**src/rtl/wake_pkg.sv**
```systemverilog
package wake_pkg;
  localparam int unsigned STATUS_W  = 8;
  localparam int unsigned N_FILT    = 3;
  localparam int unsigned N_SRC     = 4;
  localparam int unsigned SPARE_IDX = 0;
  localparam int unsigned JIG_IDX   = 1;
  localparam int unsigned BTN_IDX   = 2;
  localparam int unsigned THERM_IDX = 3;
  localparam int unsigned ST_SPARE  = 0;
  localparam int unsigned ST_JIG    = 1;
  localparam int unsigned ST_SHORT  = 2;
  localparam int unsigned ST_LONG   = 3;
  localparam int unsigned ST_THERM  = 6;
endpackage

```
**src/rtl/wake_sync.sv**
```systemverilog
module wake_sync #(
  parameter int unsigned WIDTH = 4
) (
  input  logic             clk_i,
  input  logic             rst_ni,
  input  logic [WIDTH-1:0] d_i,
  output logic [WIDTH-1:0] q_o
);
  logic [WIDTH-1:0] meta_q;

  always_ff @(posedge clk_i or negedge rst_ni) begin
    if (!rst_ni) begin
      meta_q <= '0;
      q_o    <= '0;
    end else begin
      meta_q <= d_i;
      q_o    <= meta_q;
    end
  end
endmodule

```
**src/rtl/wake_debounce.sv**
```systemverilog
module wake_debounce #(
  parameter int unsigned DB_TICKS = 30
) (
  input  logic clk_i,
  input  logic rst_ni,
  input  logic tick_i,
  input  logic level_i,
  output logic state_o,
  output logic flip_o
);
  localparam int unsigned CW = $clog2(DB_TICKS + 1);

  logic [CW-1:0] cnt_q;
  logic          differ;

  assign differ = level_i != state_o;
  assign flip_o = differ && tick_i && (cnt_q == CW'(DB_TICKS - 1));

  always_ff @(posedge clk_i or negedge rst_ni) begin
    if (!rst_ni) begin
      cnt_q   <= '0;
      state_o <= 1'b0;
    end else if (!differ || flip_o) begin
      cnt_q   <= '0;
      state_o <= state_o ^ flip_o;
    end else if (tick_i) begin
      cnt_q <= cnt_q + 1'b1;
    end
  end
endmodule

```
**src/rtl/wake_press_class.sv**
```systemverilog
module wake_press_class #(
  parameter int unsigned LONG_TICKS = 1000
) (
  input  logic clk_i,
  input  logic rst_ni,
  input  logic tick_i,
  input  logic pressed_i,
  input  logic release_i,
  output logic short_o,
  output logic long_o
);
  localparam int unsigned CW = $clog2(LONG_TICKS + 1);

  logic [CW-1:0] hold_q;
  logic          long_done_q;

  assign long_o  = pressed_i && tick_i && !long_done_q && (hold_q == CW'(LONG_TICKS - 1));
  // classification happens on release unless long already reported
  assign short_o = release_i && !long_done_q && !long_o;

  always_ff @(posedge clk_i or negedge rst_ni) begin
    if (!rst_ni) begin
      hold_q      <= '0;
      long_done_q <= 1'b0;
    end else if (!pressed_i) begin
      hold_q      <= '0;
      long_done_q <= 1'b0;
    end else if (long_o) begin
      long_done_q <= 1'b1;
    end else if (tick_i && !long_done_q) begin
      hold_q <= hold_q + 1'b1;
    end
  end
endmodule

```
**src/rtl/wake_pulse_gen.sv**
```systemverilog
module wake_pulse_gen #(
  parameter int unsigned PULSE_TICKS = 10
) (
  input  logic clk_i,
  input  logic rst_ni,
  input  logic tick_i,
  input  logic evt_i,
  output logic wake_o
);
  localparam int unsigned CW = $clog2(PULSE_TICKS + 1);

  logic [CW-1:0] cnt_q;

  always_ff @(posedge clk_i or negedge rst_ni) begin
    if (!rst_ni) begin
      wake_o <= 1'b0;
      cnt_q  <= '0;
    end else if (wake_o) begin
      if (tick_i) begin
        if (cnt_q == CW'(PULSE_TICKS - 1)) begin
          wake_o <= 1'b0;
          cnt_q  <= '0;
        end else begin
          cnt_q <= cnt_q + 1'b1;
        end
      end
    end else if (evt_i) begin
      wake_o <= 1'b1;
      cnt_q  <= '0;
    end
  end
endmodule

```
**src/rtl/wake_event_ctrl.sv**
```systemverilog
module wake_event_ctrl
  import wake_pkg::*;
#(
  parameter int unsigned DEBOUNCE_MS = 30,
  parameter int unsigned LONG_MS     = 1000,
  parameter int unsigned PULSE_MS    = 10
) (
  input  logic                clk_i,
  input  logic                rst_ni,
  input  logic                tick_ms_i,
  input  logic                pwr_btn_i,
  input  logic                jig_n_i,
  input  logic                spare_i,
  input  logic                spare_act_low_i,
  input  logic                therm_warn_i,
  input  logic                clr_i,
  output logic                wake_o,
  output logic [STATUS_W-1:0] status_o
);
  logic [N_SRC-1:0]    raw_act, sync_act;
  logic [N_FILT-1:0]   filt, flip, rise;
  logic                therm_q, therm_evt;
  logic                short_evt, long_evt, any_evt;
  logic [STATUS_W-1:0] set_vec;

  // polarity folded in before synchronising: 1 means active
  assign raw_act[SPARE_IDX] = spare_i ^ spare_act_low_i;
  assign raw_act[JIG_IDX]   = ~jig_n_i;
  assign raw_act[BTN_IDX]   = pwr_btn_i;
  assign raw_act[THERM_IDX] = therm_warn_i;

  wake_sync #(.WIDTH(N_SRC)) u_sync (
    .clk_i (clk_i),
    .rst_ni(rst_ni),
    .d_i   (raw_act),
    .q_o   (sync_act)
  );

  for (genvar g = 0; g < N_FILT; g++) begin : g_filt
    wake_debounce #(.DB_TICKS(DEBOUNCE_MS)) u_db (
      .clk_i  (clk_i),
      .rst_ni (rst_ni),
      .tick_i (tick_ms_i),
      .level_i(sync_act[g]),
      .state_o(filt[g]),
      .flip_o (flip[g])
    );
    assign rise[g] = flip[g] & ~filt[g];
  end

  wake_press_class #(.LONG_TICKS(LONG_MS)) u_press (
    .clk_i    (clk_i),
    .rst_ni   (rst_ni),
    .tick_i   (tick_ms_i),
    .pressed_i(filt[BTN_IDX]),
    .release_i(flip[BTN_IDX] & filt[BTN_IDX]),
    .short_o  (short_evt),
    .long_o   (long_evt)
  );

  always_ff @(posedge clk_i or negedge rst_ni) begin
    if (!rst_ni) therm_q <= 1'b0;
    else         therm_q <= sync_act[THERM_IDX];
  end
  assign therm_evt = sync_act[THERM_IDX] & ~therm_q;

  always_comb begin
    set_vec           = '0;
    set_vec[ST_SPARE] = rise[SPARE_IDX];
    set_vec[ST_JIG]   = rise[JIG_IDX];
    set_vec[ST_SHORT] = short_evt;
    set_vec[ST_LONG]  = long_evt;
    set_vec[ST_THERM] = therm_evt;
  end
  assign any_evt = |set_vec;

  // set wins over a simultaneous clear
  always_ff @(posedge clk_i or negedge rst_ni) begin
    if (!rst_ni) status_o <= '0;
    else         status_o <= (clr_i ? '0 : status_o) | set_vec;
  end

  wake_pulse_gen #(.PULSE_TICKS(PULSE_MS)) u_pulse (
    .clk_i (clk_i),
    .rst_ni(rst_ni),
    .tick_i(tick_ms_i),
    .evt_i (any_evt),
    .wake_o(wake_o)
  );
endmodule

```
**config.mk**
```make
export PLATFORM = sky130hd
export DESIGN_NAME = wake_event_ctrl
export DESIGN_NICKNAME = d
export VERILOG_FILES = /design/src/rtl/wake_pkg.sv /design/src/rtl/wake_sync.sv /design/src/rtl/wake_debounce.sv /design/src/rtl/wake_press_class.sv /design/src/rtl/wake_pulse_gen.sv /design/src/rtl/wake_event_ctrl.sv
export SDC_FILE = /design/constraint.sdc
export NUM_CORES = 1
export LEC_CHECK = 0
export ABC_AREA = 1
export CORE_ASPECT_RATIO = 1.1
export CORE_MARGIN = 2
export CORE_UTILIZATION = 30
export DETAILED_ROUTE_END_ITERATION = 7
export PLACE_DENSITY_LB_ADDON = 0.08
export SLEW_MARGIN = 20
export SYNTH_ARGS = -nofsm -noshare
export SYNTH_HDL_FRONTEND = slang
export SYNTH_SLANG_ARGS = --single-unit
export TNS_END_PERCENT = 20
```
**constraint.sdc**
```tcl
create_clock -name clk_i -period 2.87 [get_ports clk_i]
set_input_delay 0.861 -clock clk_i [delete_from_list [all_inputs] [get_ports clk_i]]
set_output_delay 0.861 -clock clk_i [all_outputs]
set_load 0.01 [all_outputs]
```
==> out/metrics.cfg <==
[clocking]
cts.htree.levels=2
clk_root_buffer_cell=clkbuf_8
clock_latency_ns=0.30
cts_made_buffers=5
clk_path_buf_depth=2
cts_tree=yes
clock-sinks=48
hold_buffers=0
cts_resized=0
cts_setup_buffers=0
clk_pin_slew_ns=0.09

[placed_design]
io_buffers=14
placed_cells=393
gp_congestion=0.702
pre_cts_ws_ns=0.147
dp_hpwl_um=3220

[yosys]
yosysSeqAreaShare=0.492
synth_seq_cells=48
synth_area_per_cell_um2=8.95
synthArstFlopShare=1.00
synthCells=273
syn-cell-area_um2=2440
yosys.cell_types.count=30
netlist.area_leader.share=0.492
ys.flop_type=dfrtp_1
synth_common_cells=nand2_1, dfrtp_1, inv_1, nor2_1, nand4_1
synthTopCellsByArea=dfrtp_1, nand2_1, ha_1
yosys_warnings=0
synth_edf_count=0
yosysMostFrequentCell=nand2_1
synth_top_cell_by_area=dfrtp_1

[worst_setup_path]
worstPathRequired_ns=3.06
end_kind=flop
r2r-start=g_filt[2].u_db.state_o$_DFFE_PN0N_
rr_endpoint=u_pulse.cnt_q[1]$_DFFE_PN0P_
cp_slowest_cell=clkdlybuf4s50_1
worst-r2r-cell-count=10
path_common_cell=nand2_1
slowest_delay_ns=0.68
crit_buf_inv=2
path_cells=clkdlybuf4s50_1 > nand4_1 > nor2_1 > ha_1 > inv_1 > nor2_1 > nor3_1 > nand2_1 > nand2_1 > nand2_1 > nand2_1
path_depth=11
startpoint_type=input port
crit_type=input port to flop
cp_top_family=simple AND/OR/NAND/NOR gates
endpoint=u_pulse.cnt_q[1]$_DFFE_PN0P_
arrival_ns=2.58
r2r_slack_ns=1.06
worstPathMaxFanout=9
critPathLaunch=tick_ms_i

[timing]
hold_violations=0
final.period_utilization=0.831
fin_tns_setup_ns=0
maxSlewViolCount=0
setup_viol=0
setup_slack_ns=0.485
tightestPinTransition_ns=0.513
grt_setup_unrepaired=false
skew_ns=0.0125
fmax_ghz=0.419
slew_headroom=0.658
fin_crit_ns=2.39

[detailed_routing]
wire_per_inst_um=11.3
drc=0
antenna_left=0
drtIter0Drc=48
dr.pass1.iters=4
drt-vias-per-instance=4.35
num_vias=1739
totalWireLength_um=4520

[die]
io-pin-count=18
dieWidth_um=90.1
start_util=0.309
coreArea_um2=7910
num_rows=34
die_h_um=98.7
die_area_um2=8880

[finish]
drive_gt1_frac=0.0788
diodes=0
syn_to_final_growth_pct=13.5
nNetsFinal=313
final_cell_count_no_fill=400

[global_routing]
gr-max-usage-layer=met2
grt-ovfl-total=0
grt_pass1_vias=1717
grt_use_met3=0.0283
grt_pass1_wl_um=8120
use_met2=0.187
met1_usage=0.146
grt_usage=0.113
antenna_found_initial=0
grt_start_max_net_pins=29

[pwr]
ir_drop_mv=0.151
p_leak_nw=1.31
powerDensity_nw_per_um2=484

[run_status]
status=completed

[run]
cap_viol_max_count=0

[min_path]
hold_path_class=flop to flop

[flip-flops by register name, summed over array words and instances (netlist names), 3 cells and up]
name / flops
u_sync.q_o: 4
g_filt.u_db.cnt_q: 15
u_press.hold_q: 10
u_pulse.cnt_q: 4
u_sync.meta_q: 4
status_o: 5
g_filt.u_db.state_o: 3
[cell usage in the layout (no fill, tap or decap)]
master           instances
o31ai_1                  3
a32oi_1                  1
clkdlybuf4s50_1         13
clkbuf_8                 5
nand3b_1                 1
nor2_2                   4
o22ai_1                  1
buf_12                   1
nand2_4                  1
nor3_1                   4
nand2_1                 57
nor2_4                   2
nor3b_1                  3
o21ai_0                  6
conb_1                   3
xor2_1                   6
inv_1                   39
dfrtp_1                 48
buf_4                    2
o21ai_2                  3
a31oi_1                  3
nor2_1                  27
ha_1                    12
a21oi_1                  2
o21bai_1                 3
nand4_4                  1
clkbuf_1                 1
nand3_1                 10
o21ai_1                  5
xnor2_1                  8
clkinv_2                 1
nand4_1                 13
nand2_2                  2
buf_2                    1
[layout make-up]
cell class              count  area, µm²
fillers                   825       5140
flip-flops and latches     48       1200
multi-input cells         181       1040
repair buffers             17        170
inverters                  39        146
well taps                 108        135
clock buffers               6       72.6
clock inverters             1       5.00
[worst reg2reg max path, cell delays in order, from the launching register on]
cell	delay, ns
dfrtp_1	0.56
xnor2_1	0.29
nor2_1	0.08
ha_1	0.18
inv_1	0.05
nor2_1	0.05
nor3_1	0.23
nand2_1	0.08
nand2_1	0.12
nand2_1	0.07
nand2_1	0.06
[cell families after synthesis]
| kind of cell | after synthesis | synth area share |
|---|---|---|
| AOI/OAI and AO/OA | 27 | 0.0696 |
| xor gates and xnor gates | 14 | 0.0502 |
| adders and majority gates | 12 | 0.0614 |
| buffers and inverters | 46 | 0.0845 |
| DFF | 48 | 0.492 |
| other | 1 | 0.00153 |
| and+or+nand+nor | 125 | 0.241 |
[stage by stage]
step / util / instance area, µm² / power, mW / hold WS (ns)
2_1_floorplan: - / 2450 / 0.897 / 0.331
3_3_place_gp: 0.341 / 2700 / 0.972 / 0.333
3_5_place_dp: 0.341 / 2700 / 0.971 / 0.336
4_1_cts: 0.351 / 2770 / 1.37 / 0.357
5_1_grt: 0.351 / 2770 / 1.45 / 0.368
6_report: 0.351 / 2770 / 1.34 / 0.353
[per-layer routing]
layer	vias to the layer above	share of wire	wire, µm
li1	903	-	-
met1	812	0.49	2220
met2	20	0.47	2140
met3	4	0.026	118
met4	0	0.010	45
met5	-	0	0
[power breakdown]
group	internal, mW	leakage [nW]	switching [mW]
sequential	0.722	0.622	0.0485
clock	0.167	0.0410	0.225
combinational	0.0803	0.645	0.101
total	0.969	1.31	0.375
[worst min-delay path by stage]
stage	startpoint	end	slack, ns	cells after the start
6_report	u_sync.meta_q[1]$_DFF_PN0_	u_sync.q_o[1]$_DFF_PN0_	0.35	0
4_1_cts	u_sync.meta_q[2]$_DFF_PN0_	u_sync.q_o[2]$_DFF_PN0_	0.36	0
2_1_floorplan	u_sync.meta_q[0]$_DFF_PN0_	u_sync.q_o[0]$_DFF_PN0_	0.33	0
3_5_place_dp	u_sync.meta_q[2]$_DFF_PN0_	u_sync.q_o[2]$_DFF_PN0_	0.34	0
5_1_grt	u_sync.meta_q[2]$_DFF_PN0_	u_sync.q_o[2]$_DFF_PN0_	0.37	0
3_3_place_gp	u_sync.meta_q[1]$_DFF_PN0_	u_sync.q_o[1]$_DFF_PN0_	0.33	0
No activity file was read; power rests on OpenSTA's default activity.
